### src/rtl/hca_pkg.sv
package hca_pkg;
    // Default operand width and lookahead section width.
    localparam int unsigned HCA_WIDTH = 8;
    localparam int unsigned HCA_SEC_W = 4;

    // Per-bit carry terms.
    typedef struct packed {
        logic gen;
        logic prop;
    } pg_t;
endpackage

### src/rtl/hca_pg_cell.sv
module hca_pg_cell
    import hca_pkg::*;
(
    input  logic x,
    input  logic y,
    output pg_t  pg
);
    always_comb begin
        pg.gen  = x & y;
        pg.prop = x ^ y;
    end
endmodule

### src/rtl/hca_section.sv
module hca_section
    import hca_pkg::*;
#(
    parameter int unsigned SEC_W = HCA_SEC_W
) (
    input  logic [SEC_W-1:0] x,
    input  logic [SEC_W-1:0] y,
    input  logic             c_in,
    output logic [SEC_W-1:0] s,
    output logic             c_out
);
    logic [SEC_W-1:0] g_v;
    logic [SEC_W-1:0] p_v;
    logic [SEC_W:0]   c_v;

    for (genvar k = 0; k < SEC_W; k++) begin : g_bit
        pg_t pg_k;
        hca_pg_cell u_pg (.x(x[k]), .y(y[k]), .pg(pg_k));
        assign g_v[k] = pg_k.gen;
        assign p_v[k] = pg_k.prop;
    end

    // Each carry is one flat sum of products over g, p and c_in.
    // No carry is built from the carry below it.
    always_comb begin
        c_v[0] = c_in;
        for (int i = 0; i < SEC_W; i++) begin
            logic acc;
            logic run;
            acc = 1'b0;
            run = 1'b1;
            for (int j = i; j >= 0; j--) begin
                acc = acc | (run & g_v[j]);
                run = run & p_v[j];
            end
            c_v[i+1] = acc | (run & c_in);
        end
    end

    assign s     = p_v ^ c_v[SEC_W-1:0];
    assign c_out = c_v[SEC_W];

    // Reference value for the checks below.
    logic [SEC_W:0] ref_v;
    assign ref_v = {1'b0, x} + {1'b0, y} + {{SEC_W{1'b0}}, c_in};

    always_comb begin
        // the section's own arithmetic is exact.
        p_sec_sum_r1: assert ({c_out, s} == ref_v)
            else $error("section sum mismatch");
        // a fully propagating section passes its carry through.
        if (&(x ^ y))
            p_pass_r5: assert (c_out == c_in)
                else $error("propagate pass-through broken");
        // no generate and no full propagate means no carry out.
        if (((x & y) == '0) && !(&(x ^ y)))
            p_kill_r6: assert (c_out == 1'b0)
                else $error("carry out without generate");
    end
endmodule

### src/rtl/hybrid_carry_adder.sv
module hybrid_carry_adder
    import hca_pkg::*;
#(
    parameter int unsigned WIDTH = HCA_WIDTH,
    parameter int unsigned SEC_W = HCA_SEC_W
) (
    input  logic [WIDTH-1:0] a,
    input  logic [WIDTH-1:0] b,
    input  logic             cin,
    output logic [WIDTH-1:0] sum,
    output logic             cout
);
    localparam int unsigned NUM_SEC = WIDTH / SEC_W;

    // link[k] is the carry into section k; link[NUM_SEC] leaves the block.
    logic [NUM_SEC:0] link;
    assign link[0] = cin;

    for (genvar k = 0; k < NUM_SEC; k++) begin : g_sec
        hca_section #(.SEC_W(SEC_W)) u_sec (
            .x     (a[k*SEC_W +: SEC_W]),
            .y     (b[k*SEC_W +: SEC_W]),
            .c_in  (link[k]),
            .s     (sum[k*SEC_W +: SEC_W]),
            .c_out (link[k+1])
        );
    end

    assign cout = link[NUM_SEC];

    logic [WIDTH:0] total_v;
    logic [SEC_W:0] low_v;
    assign total_v = {1'b0, a} + {1'b0, b} + {{WIDTH{1'b0}}, cin};
    assign low_v   = {1'b0, a[SEC_W-1:0]} + {1'b0, b[SEC_W-1:0]}
                   + {{SEC_W{1'b0}}, cin};

    always_comb begin
        // full-width result.
        p_total_r1: assert ({cout, sum} == total_v)
            else $error("total sum mismatch");
        // the carry between the nibbles.
        p_midcarry_r3: assert (link[1] == low_v[SEC_W])
            else $error("inter-section carry mismatch");
        // external carry-out.
        p_cout_r7: assert (cout == total_v[WIDTH])
            else $error("carry-out mismatch");
    end
endmodule

### config.mk
export PLATFORM = sky130hd
export DESIGN_NAME = hybrid_carry_adder
export DESIGN_NICKNAME = d
export VERILOG_FILES = /design/src/rtl/hca_pkg.sv /design/src/rtl/hca_pg_cell.sv /design/src/rtl/hca_section.sv /design/src/rtl/hybrid_carry_adder.sv
export SDC_FILE = /design/constraint.sdc
export NUM_CORES = 1
export LEC_CHECK = 0
export BUFFER_PORTS_ARGS = -buffer_cell sky130_fd_sc_hd__buf_2
export CORE_AREA = 5 5 42 44
export DETAILED_ROUTE_END_ITERATION = 16
export DIE_AREA = 0 0 47 49
export PLACE_DENSITY_LB_ADDON = 0.2
export SYNTH_ARGS = -nofsm -noshare
export SYNTH_HDL_FRONTEND = slang
export SYNTH_SLANG_ARGS = --single-unit
### constraint.sdc
create_clock -name vclk -period 5.88
set_input_delay 1.47 -clock vclk [all_inputs]
set_output_delay 1.47 -clock vclk [all_outputs]
set_load 0.01 [all_outputs]
**Word-level counts from Yosys, hierarchy flattened**

Index checks and enable logic that the tools add are counted.

- Output and inout port bits: 9
- Word-level logic and storage cells: 70
- Register bits: 0
- Input bits: 17

- Bitwise gates (word level): 70

Operators with widths:

| operator | number |
|---|---|
| AND 1 bit | 40 |
| bitwise OR 1 bit | 20 |
| XOR 1 bit | 8 |
| XOR 4 bit | 2 |

**Depth between registers and ports, before layout**

Gate-level depths: netlist of run 1.

- Word-level depth: 9
- Depth in mapped cells: 6
- Depth with buffers taken out: 6

**By module**

From an unflattened synthesis of run 1, not the netlist that was laid out.

- Cell total of the unflattened synthesis: 28
- Area total of the unflattened synthesis: 257.7 µm²

By module, submodules not included:

| module | cells an instance | seq. area each (µm²) | area each (µm²) | instances |
|---|---|---|---|---|
| hca_section | 10 | 0.0 | 78.8 | 2 |
| hca_pg_cell | 1 | 0.0 | 12.5 | 8 |

**Worst setup path after synthesis of run 1**

Ideal clock, no wire load.

- Kind: input-to-output
- From: input port a[0]
- To: output port sum[5]
- Data required time: 4.410 ns
- Path buffers: 0
- Stages: 6
- Path slack: 1.464 ns
- Arrival: 2.946 ns
- Cells stage by stage: ha_1 a21oi_2 o211ai_2 or2_2 fa_1 xor2_1

- Cells in the longest elaborated chain, start to end: 7
- Elaborated cells between the ends (all ways): 10
- Those cells by class: bitwise: 10

Ends and longest elaborated chain:

| what | line | text |
|---|---|---|
| start, declared | hybrid_carry_adder.sv:7 | `input logic [WIDTH-1:0] a,` |
| AND 1 bit / XOR 1 bit (equally long branches) | hca_pg_cell.sv:9, hca_pg_cell.sv:10 |  |
| AND 1 bit, on equally long branches | hca_section.sv:33, hca_section.sv:34 |  |
| bitwise OR 1 bit / AND 1 bit (equally long branches) | hca_section.sv:33, hca_section.sv:36 |  |
| bitwise OR 1 bit (*) | hca_section.sv:36 | `c_v[i+1] = acc \| (run & c_in);` |
| AND 1 bit (*) | hca_section.sv:36 |  |
| bitwise OR 1 bit (*) | hca_section.sv:36 |  |
| XOR 4 bit (*) | hca_section.sv:40 | `assign s = p_v ^ c_v[SEC_W-1:0];` |
| end, declared | hybrid_carry_adder.sv:10 | `output logic [WIDTH-1:0] sum,` |

Mark *: on every way between the ends. The rest lies on a longest branch, timed or not.

**Worst setup path in the final report of run 1**

Ends and elaborated chain as after synthesis.

==> results.toml, run 1 <==
[place]
place.detailed.instances = 78
dp_hpwl_um = 702
gp_routability_congestion = 0.701
port-buffer-count = 26

[power]
pwr-share-clk = 0
sw_pwr_w = 0.0000275
lkg_pwr_nw = 0.271
power_frac_seq = 0
report.power.total_w = 0.0000550
ir_worst_vdd_uv = 40.4
switching_share = 0.500
p_per_area_mw_per_mm2 = 116
power_report.internal_total_w = 0.0000275
power.combinational.fraction = 1.000

[worst_hold_path]
hold_path.startpoint = "b[4]"
hold-path-cell-count = 3
min_path_type = "in2out"
hold_end = "sum[4]"

[critical_path]
cp_top_family = "adder cells"
worstPathMaxFanout = 4
path_cells = "buf_2 > ha_1 > a21oi_2 > o211ai_2 > or2_2 > fa_1 > xor2_1 > buf_2"
critPathLaunchType = "input pin"
timing.setup.critical_path_class = "in2out"
critical_path.endpoint_type = "primary output"
crit_top_cell = "buf_2"
timing.critical_path.slowest_stage_cell = "fa_1"
worstSetupPathDepth = 8
timing.critical_path.slowest_cell_delay_ps = 370
critical_path_required_ps = 4410
arrival_ps = 3150
worstPathBufferInverterCount = 2

[drt]
route.antenna.remaining_nets = 0
drtPass1Iterations = 2
dr.first_iter.drc_count = 4
avgViaCountPerCell = 4.50
routed-via-count = 351
totalWireLength_um = 730
count_of_unresolved_drc_violations_after_routing = 0
drt-wirelength-per-cell_um = 9.36

[sta]
slew-limit-headroom = 0.792
timing_worst_slew_pin_value_ps = 310
report.final.slew_viol_count = 0
holdWs_ps = 3310
hold_viol = 0
max_clock_freq_ghz = 0.216
layout_min_cycle_time_ps = 4620
finalCritPeriodShare = 0.786
final_setup_violation_count = 0
rsz0062_at_grt = "false"
setup-tns-final_ps = 0

[layout]
utilization = 0.337
num-fill-cells = 166
antenna_cells = 0
final_net_count = 91
seq_cells = 0
layout-drive-gt1-share = 0.500
num-clock-buffers = 0
sequential_cell_area_um2 = 0
multi_input_gate_area_um2 = 303
area_delta_synth_final_pct = 46.7
final_cells = 78

[yosys]
synth_top_area_frac = 0.311
synthesis.yosys.warnings = 0
synth_cells = 36
synth_cell_type_count = 19
synthesis.nets = 63
ys_seq_area_frac = 0
netlist.top_cell.by_area = "ha_1"
synth_area_um2 = 322
postSynthAreaPerCell_um2 = 8.93
synthTopCellsByArea = "ha_1, fa_1, xor2_1"

[die]
initial_utilization = 0.229
std_cell_rows = 14
chipHeight_um = 49
ios = 26
die_area_mm2 = 0.00230
design.core.area_mm2 = 0.00140
dieWidth_um = 47

[grt]
grt_antenna_before_repair = 0
groute.usage.overall = 0.0611
grt-ovfl-total = 0
vias_in_the_first_global_route = 315
grt_start_max_net_pins = 5
grt_pass1_wl_mm = 1.18

[run]
cap_violations = 0

[clocking]
cts_resized = 0
cts_hold_repair.buffers = 0
postCtsSetupRepairBufs = 0

[run_status]
run_status = "finished clean"
-- cells in the final DEF (no fill, tap or decap) --
cell / count
o31a_1: 1
nor2_1: 1
inv_1: 5
buf_2: 26
o21bai_1: 1
ha_1: 8
a211oi_1: 1
nand2_1: 1
a21o_1: 1
a21oi_2: 1
xor2_1: 3
xnor2_1: 2
a21o_2: 1
o32ai_1: 1
o21a_1: 1
nand3_1: 2
or2_2: 2
fa_1: 2
o211ai_2: 1
o41a_1: 1
-- layer usage --
metal / track usage / vias up / share of wire
li1: - / 184 / -
met1: 0.0632 / 161 / 0.36
met2: 0.131 / 6 / 0.59
met3: 0 / 0 / 0.040
met4: 0 / 0 / 0
met5: 0 / - / 0
-- Yosys cell counts --
master    number
ha_1           8
inv_1          5
xor2_1         3
fa_1           2
nand3_1        2
or2_2          2
xnor2_1        2
a211oi_1       1
a21o_1         1
a21o_2         1
a21oi_2        1
nand2_1        1
nor2_1         1
o211ai_2       1
o21a_1         1
o21bai_1       1
o31a_1         1
o32ai_1        1
o41a_1         1
-- worst max-delay path by stage --
stage               slack [ps]  from  endpoint
floorplan                 1460  a[0]    sum[5]
global placement          1250  a[0]    sum[5]
detailed placement        1230  a[0]    sum[5]
CTS                       1230  a[0]    sum[5]
global route              1180  a[2]    sum[5]
finish                    1260  a[0]    sum[5]
-- kinds of logic (layout without fill, tap and decap cells) --
group           Yosys count  after routing  synth area share
fa+ha+maj                10             10             0.436
compound gates           10             10             0.276
simple gates              6              6            0.0934
xor+xnor                  5              5             0.136
buf+inv                   5             31            0.0584
-- layout make-up --
cell class                 instances  share of cell area
multi-input combinational         31               0.642
timing repair buffer              26               0.276
tap                               16              0.0424
inverter                           5              0.0398
-- metrics by stage --
step,cell area (um^2),worst slack [ps]
floorplan,322,1460
global placement,472,1250
detailed placement,472,1230
CTS,472,1230
global route,472,1180
finish,472,1260
-- power by group through the flow --
stage	Sequential (W)	Combinational [W]	Clock (W)
floorplan	0	0.0000351	0
global placement	0	0.0000557	0
detailed placement	0	0.0000559	0
CTS	0	0.0000563	0
global route	0	0.0000620	0
finish	0	0.0000550	0
Power figures use the tool's default switching activity.
==> inputs of run 2 (changes only) <==
- ABC_AREA: not set -> 1
- clock period: 5.88 -> 4.54 ns (I/O delays scaled with it)
==> run 2 against run 1 <==
Routed wire length up 0.27%. Global-route usage shrank 0.91 points. Non-clock buffer count stayed put. Sequential cell count unchanged. Cell count increased by 19%. Synthesized cell count grew 42%. Critical path depth increased by 1. Combinational power grew 32%. First-iteration DRC count down 75%.
==> results.toml, run 2 <==
[layout]
area_delta_synth_final_pct = 42.3
seq_cells = 0
multi_input_gate_area_um2 = 314
antenna_cells = 0
num-clock-buffers = 0
final_cell_mix = "buf_2, nand2_1, inv_1, ha_1, a21oi_1"
sequential_cell_area_um2 = 0
final_net_count = 106
layout-drive-gt1-share = 0.442
num-fill-cells = 172
final_common_cell = "buf_2"

[yosys]
post_synth_most_frequent_cells = "nand2_1, inv_1, ha_1, a21oi_1"
synth_top_area_frac = 0.282
synthesis.nets = 78
ys_seq_area_frac = 0
yosys.cell_count.top_type = "nand2_1"
synth_cell_type_count = 14
postSynthAreaPerCell_um2 = 6.97
synthTopCellsByArea = "ha_1, nand2_1, fa_1"
synthesis.yosys.warnings = 0
netlist.top_cell.by_area = "ha_1"
synth_cells = 51
synth_area_um2 = 355

[critical_path]
timing.critical_path.slowest_cell_delay_ps = 380
timing.setup.critical_path_class = "in2out"
arrival_ps = 2610
timing.critical_path.slowest_stage_cell = "fa_1"
path_cells = "buf_2 > ha_1 > nand3_1 > nand3_2 > nand2_2 > nand2_4 > fa_1 > xor2_1 > buf_2"
critPathLaunchType = "input pin"
cp_top_family = "adder cells"
worstPathBufferInverterCount = 2
crit_top_cell = "buf_2"
critical_path.endpoint_type = "primary output"
worstPathMaxFanout = 3
critical_path_required_ps = 3400

[grt]
groute.usage.overall = 0.0520
grt_antenna_before_repair = 0
grt_start_max_net_pins = 5
vias_in_the_first_global_route = 266
grt.met3_usage = 0
gr-usage-met1 = 0.0722
grt_pass1_wl_um = 979
grt-ovfl-total = 0
use_met2 = 0.0928
globalRoute.busiestLayer = "met2"

[drt]
avgViaCountPerCell = 4.13
routed-via-count = 384
route.antenna.remaining_nets = 0
drtPass1Iterations = 3
drt-wirelength-per-cell_um = 7.87
totalWireLength_um = 732
dr.first_iter.drc_count = 1
count_of_unresolved_drc_violations_after_routing = 0

[power]
sw_pwr_w = 0.0000392
power_report.internal_total_w = 0.0000335
power.combinational.fraction = 1.000
ir_worst_vdd_uv = 48.9
pwr-share-clk = 0
p_per_area_mw_per_mm2 = 144
switching_share = 0.539
lkg_pwr_nw = 0.335
power_frac_seq = 0

[worst_hold_path]
hold-path-cell-count = 3
hold_path.startpoint = "b[4]"
hold_end = "sum[4]"
min_path_type = "in2out"

[place]
port-buffer-count = 26
dp_hpwl_um = 718
place_worst_setup_slack_ps = 780
gp_routability_congestion = 0.669

[sta]
slew-limit-headroom = 0.842
setup-tns-final_ps = 0
report.final.slew_viol_count = 0
finalCritPeriodShare = 0.824
timing.final.ws_setup_ps = 797
rsz0062_at_grt = "false"
layout_min_cycle_time_ps = 3740
final_setup_violation_count = 0
timing_worst_slew_pin_value_ps = 237
hold_viol = 0
max_clock_freq_ghz = 0.267

[die]
design.core.area_mm2 = 0.00140
chipHeight_um = 49
dieWidth_um = 47
ios = 26
std_cell_rows = 14
initial_utilization = 0.254
die_area_mm2 = 0.00230

[run]
cap_violations = 0

[run_status]
run_status = "finished clean"

[clocking]
cts_hold_repair.buffers = 0
postCtsSetupRepairBufs = 0
cts_resized = 0
## run 2: cell types whose count changed after synthesis, sizes merged, moves of 2 or more
cell   before  now
inv         5   11
a21oi       1    4
nand3       2    4
nand2       1   16
or2         2    0
## run 2: worst max path at each step
stage / from / end / slack (ps) / cells past startpoint
global placement: a[1] / sum[5] / 800 / 9
finish: a[1] / sum[5] / 800 / 9
floorplan: a[1] / sum[5] / 1010 / 7
CTS: a[1] / sum[5] / 780 / 9
detailed placement: a[1] / sum[5] / 780 / 9
global route: a[1] / sum[5] / 710 / 9
## run 2: logic make-up after synthesis
family          after synthesis  share of synthesized area
simple gates                 21                      0.313
fa+ha+maj                    10                      0.394
buf+inv                      11                      0.116
compound gates                5                     0.0775
xor+xnor                      4                     0.0986
## run 2: layout make-up
class / instances / share of cell area
multi-input cells: 40 / 0.621
repair buffers: 26 / 0.257
inverters: 11 / 0.0817
well taps: 16 / 0.0396
## run 2: tightest hold or removal path: stages
cell and delay [ps]:
buf_2 100, fa_1 140, buf_2 120
## run 2: power groups by stage
stage	sequential (W)	clock, W	combinational [W]
6_report	0	0	0.0000727
5_1_grt	0	0	0.0000815
4_1_cts	0	0	0.0000746
3_5_place_dp	0	0	0.0000743
3_3_place_gp	0	0	0.0000735
2_1_floorplan	0	0	0.0000479
## run 2: routing by layer
layer  wire length (um)  share of wire  up-vias
met3                 72          0.098        0
li1                   -              -      213
met2                379           0.52       12
met5                  0              0        -
met4                  0              0        0
met1                280           0.38      159
## run 2: stage by stage
stage | utilization | total power (W) | hold WS, ps | area [um^2] | cells
3_5_place_dp | 0.361 | 0.0000743 | 2640 | 505 | 93
2_1_floorplan | - | 0.0000479 | 2460 | 355 | 51
5_1_grt | 0.361 | 0.0000815 | 2670 | 505 | 93
3_3_place_gp | 0.361 | 0.0000735 | 2650 | 505 | 93
4_1_cts | 0.361 | 0.0000746 | 2640 | 505 | 93
6_report | 0.361 | 0.0000727 | 2640 | 505 | 93
==> inputs of run 3 (changes only) <==
- clock period: 4.54 -> 3 ns (I/O delays scaled with it)
==> run 3 against run 2 <==
Cell area increased by 1.5%. Cell count is 1.1% higher. Worst hold slack got worse by 770 ps. Largest cell class unchanged. Critical path depth stayed put. Sequential share of layout area stayed put. Global-route usage is 0.98 points higher. Sequential cell count is the same. Routed wire length grew 4.0%. Via count grew 4.2%. Die area unchanged. First-iteration DRC count grew to 4.0 times the previous value. Combinational power is 55% higher.
==> results.toml, run 3 (synthesized netlist as in run 2, its figures left out) <==
[run_status]
run_status = "finished clean"

[place]
port-buffer-count = 26
place_worst_setup_slack_ps = 65.1
gp_routability_congestion = 0.692
dp_hpwl_um = 760

[critical_path]
critical_path.endpoint_type = "primary output"
critPathLaunchType = "input pin"
timing.critical_path.slowest_cell_delay_ps = 370
timing.critical_path.slowest_stage_cell = "fa_1"
timing.setup.critical_path_class = "in2out"
arrival_ps = 2180
critical_path_required_ps = 2250
worstPathMaxFanout = 3
path_cells = "buf_2 > ha_1 > nand3_1 > nand3_2 > nand2_2 > nand2_4 > fa_1 > xor2_1 > buf_2"
crit_top_cell = "buf_2"

[clocking]
cts_resized = 0
postCtsSetupRepairBufs = 0
cts_hold_repair.buffers = 0

[drt]
dr.first_iter.drc_count = 4
count_of_unresolved_drc_violations_after_routing = 0
routed-via-count = 400
drtPass1Iterations = 4
totalWireLength_um = 761
route.antenna.remaining_nets = 0
drt-wirelength-per-cell_um = 8.10
avgViaCountPerCell = 4.26

[power]
power.combinational.fraction = 1.000
lkg_pwr_nw = 0.340
report.power.total_w = 0.000113
switching_share = 0.533
power_frac_seq = 0
power_report.internal_total_w = 0.0000526
pwr-share-clk = 0
sw_pwr_w = 0.0000601
ir_worst_vdd_uv = 71.2
p_per_area_mw_per_mm2 = 220

[die]
dieWidth_um = 47
std_cell_rows = 14
initial_utilization = 0.254
die_area_mm2 = 0.00230
ios = 26
design.core.area_mm2 = 0.00140
chipHeight_um = 49

[layout]
area_delta_synth_final_pct = 44.4
sequential_cell_area_um2 = 0
layout-drive-gt1-share = 0.449
num-clock-buffers = 0
antenna_cells = 0
final_common_cell = "buf_2"
final_cell_mix = "buf_2, nand2_1, inv_1, ha_1, a21oi_1"
final_net_count = 107
seq_cells = 0

[sta]
finalCritPeriodShare = 0.976
holdWs_ps = 1870
rsz0062_at_grt = "false"
hold_viol = 0
timing_worst_slew_pin_value_ps = 237
timing.final.ws_setup_ps = 73.4
max_clock_freq_ghz = 0.342
slew-limit-headroom = 0.842
layout_min_cycle_time_ps = 2930
setup-tns-final_ps = 0
report.final.slew_viol_count = 0
final_setup_violation_count = 0

[worst_hold_path]
hold-path-cell-count = 3
min_path_type = "in2out"

[grt]
grt_pass1_wl_mm = 1.19
groute.usage.overall = 0.0618
grt_antenna_before_repair = 0
vias_in_the_first_global_route = 352
grt-ovfl-total = 0
grt_start_max_net_pins = 5

[run]
cap_violations = 0
[run 3: changes by cell type in the layout (fill, tap and decap cells not counted), sizes merged]
cell	change
buf	+1
[run 3: final cells by class]
type	instances	area, um^2
inverters	11	41.3
fillers	173	888
well taps	16	20.0
multi-input cells	40	314
repair buffers	27	138
[run 3: stage by stage]
step,area (um^2),utilization,cells
3_5_place_dp,513,0.366,94
4_1_cts,513,0.366,94
5_1_grt,513,0.366,94
2_1_floorplan,355,-,51
6_report,513,0.366,94
3_3_place_gp,513,0.366,94
[run 3: worst max-delay path, delay by kind of cell]
family	cells	cell delay, ps
adder cells (fa/ha/maj)	2	690
AND/OR/NAND/NOR	4	330
buffers and inverters	2	240
XOR/XNOR	1	160
[run 3: path summary, 6_finish.rpt]
| path | slack (ps) | end | start |
|---|---|---|---|
| worst min-delay path | 1870 | sum[4] | b[4] |
| worst max-delay path | 70 | sum[5] | a[1] |
[run 3: power groups by stage]
| stage | combinational, W | clock [W] | sequential, W |
|---|---|---|---|
| 3_3_place_gp | 0.000114 | 0 | 0 |
| 4_1_cts | 0.000116 | 0 | 0 |
| 6_report | 0.000113 | 0 | 0 |
| 5_1_grt | 0.000127 | 0 | 0 |
| 2_1_floorplan | 0.0000725 | 0 | 0 |
| 3_5_place_dp | 0.000116 | 0 | 0 |
[run 3: per-layer routing]
metal  part of all wire  global-route usage  up-vias
li1                   -                   -      214
met1               0.35              0.0741      174
met2               0.55               0.120       12
met3              0.091             0.00369        0
met4                  0                   0        0
met5                  0                   0        -
